===== src/rtl/mlsv_pkg.sv =====
package mlsv_pkg;
  typedef enum logic [1:0] {
    SEC_A = 2'd0,
    SEC_B = 2'd1,
    SEC_C = 2'd2
  } sector_e;

  typedef struct packed {
    logic load;
    logic validQ;
  } ctrl_s;
endpackage


===== src/rtl/mlsv_ctrl.sv =====
module mlsv_ctrl
  import mlsv_pkg::*;
(
  input  logic  clk,
  input  logic  rstN,
  input  logic  inValid,
  output ctrl_s ctrl
);
  logic validQ;

  always_ff @(posedge clk or negedge rstN) begin
    if (!rstN) validQ <= 1'b0;
    else       validQ <= inValid;
  end

  always_comb begin
    ctrl.load   = inValid;
    ctrl.validQ = validQ;
  end


  valid_delay_chk: assert property (@(posedge clk) disable iff (!rstN)
    inValid |=> validQ);
endmodule


===== src/rtl/mlsv_datapath.sv =====
module mlsv_datapath
  import mlsv_pkg::*;
#(
  parameter int LEVELS  = 3,
  parameter int COORD_W = 3,
  parameter int LEG_W   = 2
) (
  input  logic                 clk,
  input  logic                 rstN,
  input  ctrl_s                ctrl,
  input  logic [3*COORD_W-1:0] inG,
  input  logic [3*COORD_W-1:0] inH,
  output sector_e              sectorQ,
  output logic [LEG_W-1:0]     levelQ,
  output logic [9*LEG_W-1:0]   legsQ
);
  localparam int CW = COORD_W + 3;
  localparam logic signed [CW-1:0] MAXL = CW'(LEVELS - 1);

  logic signed [CW-1:0] gv [3];
  logic signed [CW-1:0] hv [3];
  logic signed [CW-1:0] absG [3];
  logic signed [CW-1:0] absH [3];
  logic signed [CW-1:0] ring [3];
  logic signed [CW-1:0] kW;
  logic signed [CW-1:0] sumG, sumH, sumGH;
  sector_e              sectorNext;
  logic [LEG_W-1:0]     levelNext;
  logic [9*LEG_W-1:0]   legsNext;

  function automatic logic signed [CW-1:0] absV(input logic signed [CW-1:0] x);
    return (x < 0) ? -x : x;
  endfunction

  function automatic logic [LEG_W-1:0] satV(input logic signed [CW-1:0] x);
    return (x > MAXL) ? MAXL[LEG_W-1:0] : x[LEG_W-1:0];
  endfunction

  for (genvar v = 0; v < 3; v++) begin : g_ring
    logic signed [CW-1:0] absS;
    always_comb begin
      gv[v]   = CW'(signed'(inG[v*COORD_W +: COORD_W]));
      hv[v]   = CW'(signed'(inH[v*COORD_W +: COORD_W]));
      absG[v] = absV(gv[v]);
      absH[v] = absV(hv[v]);
      absS    = absV(gv[v] + hv[v]);
      ring[v] = absG[v];
      if (absH[v] > ring[v]) ring[v] = absH[v];
      if (absS > ring[v])    ring[v] = absS;
    end
  end

  always_comb begin
    kW = ring[0];
    if (ring[1] > kW) kW = ring[1];
    if (ring[2] > kW) kW = ring[2];
    levelNext = satV(kW);

    sumG  = gv[0] + gv[1] + gv[2];
    sumH  = hv[0] + hv[1] + hv[2];
    sumGH = sumG + sumH;
    if (sumG > 0 && sumGH > 0)      sectorNext = SEC_A;
    else if (sumG < 0 && sumH > 0)  sectorNext = SEC_B;
    else if (sumH < 0 && sumGH < 0) sectorNext = SEC_C;
    else                            sectorNext = SEC_A;
  end

  for (genvar v = 0; v < 3; v++) begin : g_legs
    logic signed [CW-1:0] offG, offGH, offH;
    logic signed [CW-1:0] legA, legB, legC;
    always_comb begin
      offG  = absV(kW - absG[v]);
      offGH = absV(kW - absG[v] - absH[v]);
      offH  = absV(kW - absH[v]);
      case (sectorNext)
        SEC_B:   begin legA = offG;  legB = kW;   legC = offH; end
        SEC_C:   begin legA = offGH; legB = offH; legC = kW;   end
        default: begin legA = kW;    legB = offG; legC = offGH; end
      endcase
      legsNext[(3*v+0)*LEG_W +: LEG_W] = satV(legA);
      legsNext[(3*v+1)*LEG_W +: LEG_W] = satV(legB);
      legsNext[(3*v+2)*LEG_W +: LEG_W] = satV(legC);
    end
  end

  always_ff @(posedge clk or negedge rstN) begin
    if (!rstN) begin
      sectorQ <= SEC_A;
      levelQ  <= '0;
      legsQ   <= '0;
    end else if (ctrl.load) begin
      sectorQ <= sectorNext;
      levelQ  <= levelNext;
      legsQ   <= legsNext;
    end
  end


  hold_chk: assert property (@(posedge clk) disable iff (!rstN)
    !ctrl.load |=> ($stable(legsQ) && $stable(levelQ) && $stable(sectorQ)));


  sector_code_chk: assert property (@(posedge clk) disable iff (!rstN)
    sectorQ != 2'd3);

  for (genvar i = 0; i < 9; i++) begin : g_rangeChk

    leg_range_chk: assert property (@(posedge clk) disable iff (!rstN)
      legsQ[i*LEG_W +: LEG_W] <= MAXL[LEG_W-1:0]);
  end

  for (genvar v = 0; v < 3; v++) begin : g_clampChk

    clamp_leg_chk: assert property (@(posedge clk) disable iff (!rstN)
      legsQ[(3*v + int'(sectorQ))*LEG_W +: LEG_W] == levelQ);
  end
endmodule


===== src/rtl/mlsv_state_sel.sv =====
module mlsv_state_sel
  import mlsv_pkg::*;
#(
  parameter int LEVELS  = 3,
  parameter int COORD_W = $clog2(LEVELS) + 1,
  parameter int LEG_W   = (LEVELS > 2) ? $clog2(LEVELS) : 1
) (
  input  logic                 clk,
  input  logic                 rstN,
  input  logic                 inValid,
  input  logic [3*COORD_W-1:0] inG,
  input  logic [3*COORD_W-1:0] inH,
  output logic                 outValid,
  output logic [1:0]           outSector,
  output logic [LEG_W-1:0]     outLevel,
  output logic [9*LEG_W-1:0]   outLegs
);
  ctrl_s   ctrl;
  sector_e sectorQ;

  mlsv_ctrl ctrl_i (
    .clk     (clk),
    .rstN    (rstN),
    .inValid (inValid),
    .ctrl    (ctrl)
  );

  mlsv_datapath #(
    .LEVELS  (LEVELS),
    .COORD_W (COORD_W),
    .LEG_W   (LEG_W)
  ) dp_i (
    .clk     (clk),
    .rstN    (rstN),
    .ctrl    (ctrl),
    .inG     (inG),
    .inH     (inH),
    .sectorQ (sectorQ),
    .levelQ  (outLevel),
    .legsQ   (outLegs)
  );

  assign outValid  = ctrl.validQ;
  assign outSector = sectorQ;
endmodule


===== config.mk =====
export PLATFORM = sky130hd
export DESIGN_NAME = mlsv_state_sel
export DESIGN_NICKNAME = d
export VERILOG_FILES = /design/src/rtl/mlsv_pkg.sv /design/src/rtl/mlsv_ctrl.sv /design/src/rtl/mlsv_datapath.sv /design/src/rtl/mlsv_state_sel.sv
export SDC_FILE = /design/constraint.sdc
export NUM_CORES = 1
export LEC_CHECK = 0
export ABC_AREA = 1
export CAP_MARGIN = 5
export CORE_UTILIZATION = 30
export CTS_BUF_LIST = sky130_fd_sc_hd__clkbuf_8
export DETAILED_ROUTE_END_ITERATION = 10
export MAX_ROUTING_LAYER = met4
export PLACE_DENSITY = 0.49
export SLEW_MARGIN = 5
export SYNTH_ARGS = -nofsm -noshare
export SYNTH_HDL_FRONTEND = slang
export SYNTH_SLANG_ARGS = --single-unit

===== constraint.sdc =====
create_clock -name clk -period 0.8 [get_ports clk]
set_input_delay 0.16 -clock clk [delete_from_list [all_inputs] [get_ports clk]]
set_output_delay 0.16 -clock clk [all_outputs]
set_load 0.01 [all_outputs]

==> results of run 1 <==
## where the power goes
| part | internal [mW] | total, mW | switching (mW) |
|---|---|---|---|
| combinational | 21.7 | 43.1 | 21.4 |
| sequential | 1.48 | 1.63 | 0.145 |
| clock | 0.343 | 0.701 | 0.358 |
## registers in the layout, summed over array words and instances (netlist names)
| name | cells |
|---|---|
| dp_i.legsQ | 18 |
| dp_i.sectorQ | 2 |
| dp_i.levelQ | 2 |
| ctrl_i.validQ | 1 |
## area by class of cell
cell class	instances	area, um^2	share of cell area (%)
Multi-Input combinational cell	830	6450	55.9
Inverter	156	622	5.38
Clock inverter	1	3.75	0.0325
Tap cell	275	344	2.98
Clock buffer	3	41.3	0.358
Timing Repair Buffer	441	3510	30.4
Sequential cell	23	576	4.98
## critical path, delay by kind of cell
family / cells / cell delay (ns)
xor gates and xnor gates: 2 / 0.26
adders and majority gates: 3 / 0.87
AOI/OAI and AO/OA: 6 / 0.64
buffers and inverters: 41 / 4.93
and+or+nand+nor: 9 / 0.93
## per-layer routing
metal	vias up	share of wire, %	global-route usage, %	wire (um)
met4	0	1.5	3.97	339
met3	30	2.5	1.53	565
met2	115	50	36.9	11200
li1	4132	-	-	-
met1	3682	46	26.2	10100
met5	-	0	-	0
## cell families (layout without fill, tap and decap cells)
logic type               count (synthesis)  count (layout)
AO/OA/AOI/OAI                          170             170
flip-flops                              23              23
AND/OR/NAND/NOR                        422             422
XOR/XNOR                                52              52
other                                    2              45
multiplexers                             2               2
adder cells (fa/ha/maj)                139             139
buffers and inverters                  168             601
## final timing paths
| path | start | cells after the start | slack [ns] | end |
|---|---|---|---|---|
| max reg2reg | dp_i.levelQ[1] | 3 | -0.07 | dp_i.levelQ[1] |
| max in group asynchronous | rstN | 2 | 0.42 | dp_i.legsQ[10] |
| min | rstN | 2 | 0.23 | dp_i.sectorQ[0] |
| min in group clk | dp_i.legsQ[0] | 2 | 0.49 | dp_i.legsQ[0] |
| min reg2reg | dp_i.legsQ[0] | 2 | 0.49 | dp_i.legsQ[0] |
| max | inG[0] | 61 | -6.84 | dp_i.legsQ[4] |
## placed cells by master, fill, tap and decap left out, types with 12 or more instances in the layout
cell / instances
o21ai_0: 27
dfrtp_1: 23
nor2_1: 48
a21oi_1: 39
o21ai_1: 17
buf_6: 20
nand3_2: 12
nand2_1: 207
inv_2: 25
a21oi_2: 25
o21ai_2: 14
buf_2: 25
buf_4: 368
nand3_1: 64
conb_1: 45
nand2_2: 34
inv_1: 121
xor2_1: 32
ha_1: 85
ha_4: 31
## stage by stage
step / util [%] / setup WS, ns / TNS, ns / instances / area [um^2]
6_report: 54.9 / -6.84 / -133.25 / 1729 / 11500
5_1_grt: 54.9 / -7.15 / -142.39 / 1729 / 11500
4_1_cts: 52.4 / -6.53 / -129.59 / 1711 / 11000
3_5_place_dp: 45.6 / -7.73 / -154.85 / 1584 / 9580
3_3_place_gp: 45.6 / -7.57 / -151.96 / 1584 / 9580
2_1_floorplan: - / -6.58 / -124.06 / 1021 / 6890
## what timing repair did
| action | in CTS | in global routing |
|---|---|---|
| pin swaps | 93 | 76 |
| cloned | 1 | 0 |
| hold endpoints to repair | 0 | 0 |
| buffers inserted | 123 | 19 |
| setup endpoints to repair | 45 | 45 |
| gates resized for setup | 299 | 90 |
==> run_results.csv, run 1 <==
group,metric,value,unit
clock_tree,worst_skew_pair.late_latency,0.26,ns
sta,setup_viol,45,
routing,drt_iter0_markers,258,
sta,rsz0062_at_grt,"yes",
pwr,cellLeakagePower,5.97,nW
global_route,grt_pass1_vias,8025,
clock_tree,clk_path_buf_depth,2,
setup_path,crit_path_end_kind,"flop",
synth,yosys_warnings,0,
run,drv_cap,0,
synth,ys.flop_type,"dfrtp_1",
die,die_w,149,um
synth,synthArstFlopShare,100,%
sta,hold_violations,0,
placed_design,dp_hpwl,16100,um
synth,yosysMostFrequentCell,"nand2_1",
sta,hold_ws,0.232,ns
routing,num_vias,7959,
synth,synthAdderAreaFrac,29.3,%
synth,synth_seq_cells,23,
die,fp.dieH,149,um
setup_path,slowest_delay,0.36,ns
placed_design,gp_congestion,0.822,
placed_design,portBuffers,43,
synth,synth_top_family_by_area,"simple AND/OR/NAND/NOR gates",
final_layout,fin_nets,1615,
routing,drtPass1Iterations,5,
clock_tree,cts_sinks,23,
synth,synth_compound_area_share,15.0,%
final_layout,drive_above_1_share,46.2,%
pwr,total_power,45.4,mW
routing,vias_per_cell,4.60,
setup_path,worstSetupPathType,"input pin to flop",
global_route,grt_pass1_wl,36800,um
outcome,status,"finished with violations",
clock_tree,cts-hold-fix-buffers,0,
synth,synthTopCellsByCount,"239 x nand2_1, 150 x inv_1, 119 x ha_1, 75 x nand3_1, 67 x a21oi_1",
routing,detail_route.wl_per_cell,12.8,um
clock_tree,tritoncts,"built",
setup_path,cp.required,0.96,ns
sta,fmax,0.131,GHz
setup_path,crit_path_frequent_cell,"buf_4",
synth,synthSimpleGateAreaFrac,29.4,%
die,start_util,30.7,%
pwr,powerDensity,3930,nW/um^2
synth,syn-instance-count,978,
die,rows,53,
outcome,violations,"negative setup slack",
setup_path,crit_path_top_delay_cell,"fa_2",
clock_tree,cts-root-buf,"clkbuf_8",
synth,synth_enable_flop_cells,0,
setup_path,critical_path_arrival,7.81,ns
final_layout,nFillCells,2002,
global_route,grt_use_total,20.9,%
hold_path,hp-class,"input pin to asynchronous set/reset pin",
sta,clock_skew,0,ns
synth,ys_types,47,
routing,ant_nets,0,
synth,synth.top_cell.area_share,23.1,%
final_layout,antenna_cells,0,
synth,synth_area,6450,um^2
setup_path,worstSetupStartpointType,"input pin",
clock_tree,cts_buffers,3,
synth,muxShareOfSynthArea,0.310,%
global_route,antenna_found_initial,0,
sta,fin_ws,-6.84,ns
clock_tree,path_clk_slew,0.08,ns
synth,yosys.area.top_type,"ha_1",
pwr,irDropWorstVdd,0.00256,V
synth,synth_xor_area_share,7.06,%
die,die_area,22100,um^2
die,io_pins,44,
setup_path,cp_max_fo,3,
global_route,grt_max_degree,33,
final_layout,syn_to_final_growth,79.1,%
clock_tree,h-tree-depth,1,
routing,routed_wl,22200,um
sta,finalCritPeriodShare,956,%
die,core_area,21000,um^2
sta,drv_slew,0,
routing,drc,0,
global_route,grt_overflow,0,
sta,fin_crit,7.64,ns
synth,synth.avg_cell_area,6.59,um^2
synth,seq_area_frac_synth,8.93,%
synth,yosys-top-cells-area,"ha_1 23%, nand2_1 14%, dfrtp_1 8.9%, inv_1 8.7%, fa_1 6.2%",
(Power assumes the default switching activity.)
==> run 2: changes to the inputs <==
--- a/config.mk
+++ b/config.mk
@@ -8,7 +8,7 @@
 export ABC_AREA = 1
 export CAP_MARGIN = 5
 export CORE_UTILIZATION = 30
-export CTS_BUF_LIST = sky130_fd_sc_hd__clkbuf_8
+export CTS_BUF_LIST = sky130_fd_sc_hd__clkbuf_16
 export DETAILED_ROUTE_END_ITERATION = 10
 export MAX_ROUTING_LAYER = met4
 export PLACE_DENSITY = 0.49
==> run 2 against run 1 <==
  * The flow still finishes with violations (negative setup slack)
  * Hold slack better by 0.013 ns
  * Register-to-register slack about the same
  * Sequential share of layout area about the same
  * Clock skew unchanged
  * First-iteration DRC count down 1.2%
  * Utilization up 0.077 points
  * Via count about the same
  * Die area unchanged
  * Non-clock buffer count down 2
  * Combinational power about the same
  * Design area up 0.14%
  * Largest cell class unchanged
  * Largest power group unchanged
  * Highest routed layer unchanged
==> run_results.csv, run 2 (synthesis results as in run 1) <==
group,metric,value,unit
final_layout,syn_to_final_growth,79.4,%
sta,finalCritPeriodShare,957,%
final_layout,fin_nets,1613,
sta,rsz0062_at_grt,"yes",
die,io_pins,44,
sta,fin_ws,-6.86,ns
pwr,cellLeakagePower,5.98,nW
sta,hold_ws,0.245,ns
clock_tree,cts_sinks,23,
setup_path,reg2reg_slack,-0.07,ns
final_layout,top_register,"dp_i.legsQ",
setup_path,rr_startpoint,"dp_i.levelQ[1]",
die,core_area,21000,um^2
setup_path,critical_path_arrival,7.81,ns
setup_path,slowest_delay,0.36,ns
clock_tree,worst_skew_pair.late_latency,0.25,ns
sta,hold_violations,0,
setup_path,r2r_cells,3,
die,start_util,30.7,%
clock_tree,path_clk_slew,0.06,ns
global_route,grt_overflow,0,
setup_path,crit_path_top_delay_cell,"fa_2",
clock_tree,h-tree-depth,1,
setup_path,cp.required,0.95,ns
sta,setup_viol,45,
clock_tree,cts-root-buf,"clkbuf_16",
global_route,grt_pass1_vias,8034,
global_route,grt_pass1_wl,36800,um
setup_path,r2r-end,"dp_i.levelQ[1]",
setup_path,worstSetupStartpointType,"input pin",
placed_design,dpl_cell_area,9580,um^2
global_route,antenna_found_initial,0,
routing,num_vias,7954,
setup_path,crit_path_frequent_cell,"buf_4",
final_layout,post-route-util,55.0,%
routing,detail_route.wl_per_cell,12.8,um
clock_tree,cts_buffers,3,
pwr,irDropWorstVdd,0.00256,V
run,drv_cap,0,
sta,fin_crit,7.66,ns
routing,drtPass1Iterations,5,
global_route,grt_max_degree,33,
pwr,powerDensity,3950,nW/um^2
final_layout,final_area,11600,um^2
outcome,status,"finished with violations",
placed_design,portBuffers,43,
routing,ant_nets,0,
final_layout,final_common_cell,"buf_4",
placed_design,gp_congestion,0.822,
global_route,grt_use_total,20.9,%
placed_design,dp_hpwl,16100,um
hold_path,hp-class,"input pin to asynchronous set/reset pin",
final_layout,top_regs,"dp_i.legsQ: 18 flops, dp_i.levelQ: 2 flops, dp_i.sectorQ: 2 flops",
die,die_w,149,um
final_layout,drive_above_1_share,46.1,%
clock_tree,tritoncts,"built",
final_layout,layout_common_cells,"366 x buf_4, 208 x nand2_1, 121 x inv_1, 85 x ha_1, 64 x nand3_1",
outcome,violations,"negative setup slack",
die,rows,53,
clock_tree,clk_path_buf_depth,2,
final_layout,largest_reg_flops,18,
final_layout,antenna_cells,0,
sta,drv_slew,0,
die,die_area,22100,um^2
setup_path,worstSetupPathType,"input pin to flop",
routing,routed_wl,22200,um
routing,vias_per_cell,4.61,
setup_path,cp_max_fo,3,
routing,drc,0,
setup_path,crit_path_end_kind,"flop",
sta,clock_skew,0,ns
sta,fmax,0.131,GHz
die,fp.dieH,149,um
routing,drt_iter0_markers,255,
[run 2: critical path, delay by kind of cell]
| kind | cells | cell delay, ns |
|---|---|---|
| fa+ha+maj | 3 | 0.87 |
| xor+xnor | 2 | 0.26 |
| buf+inv | 41 | 4.93 |
| compound gates | 6 | 0.64 |
| simple gates | 9 | 0.93 |
[run 2: worst max path at each step]
stage	from	end	depth (start not counted)
after global routing	inG[0]	dp_i.legsQ[4]	65
final	inG[0]	dp_i.legsQ[4]	61
after detailed placement	inG[4]	dp_i.legsQ[5]	62
after global placement	inG[1]	dp_i.legsQ[5]	63
after CTS	inG[1]	dp_i.legsQ[5]	64
after floorplan	inG[4]	dp_i.legsQ[13]	59
[run 2: power breakdown]
| group | switching, mW | internal [mW] |
|---|---|---|
| sequential | 0.149 | 1.48 |
| clock | 0.394 | 0.667 |
| combinational | 21.4 | 21.7 |
| total | 21.9 | 23.8 |
[run 2: stage by stage]
step | TNS (ns) | std cells | total power, mW | worst slack (ns)
floorplan | -124.06 | 1021 | 23.4 | -6.58
global placement | -151.96 | 1584 | 36.7 | -7.57
detailed placement | -154.85 | 1584 | 37.1 | -7.73
CTS | -129.49 | 1711 | 42.5 | -6.55
global route | -142.12 | 1727 | 50.5 | -7.16
finish | -133.07 | 1727 | 45.7 | -6.86
[run 2: timing repair]
action                                  in CTS  in global routing
gates cloned                                 1                  0
pin swaps                                   93                 75
setup buffers                              123                 17
endpoints found under the setup margin      45                 45
hold buffers                                 0                  0
resized for setup                          299                 89
[run 2: layout make-up]
cell class / count / area, um^2
sequential: 23 / 576
multi-input combinational: 830 / 6450
fill: 1993 / 9460
clock inverter: 1 / 3.75
timing repair buffer: 439 / 3490
tap: 275 / 344
clock buffer: 3 / 75.1
inverter: 156 / 622
[run 2: routing by layer]
layer / track usage, % / routed length, um
met1: 26.2 / 10100
met2: 36.9 / 11100
met3: 1.53 / 655
met4: 3.97 / 367
met5: - / 0
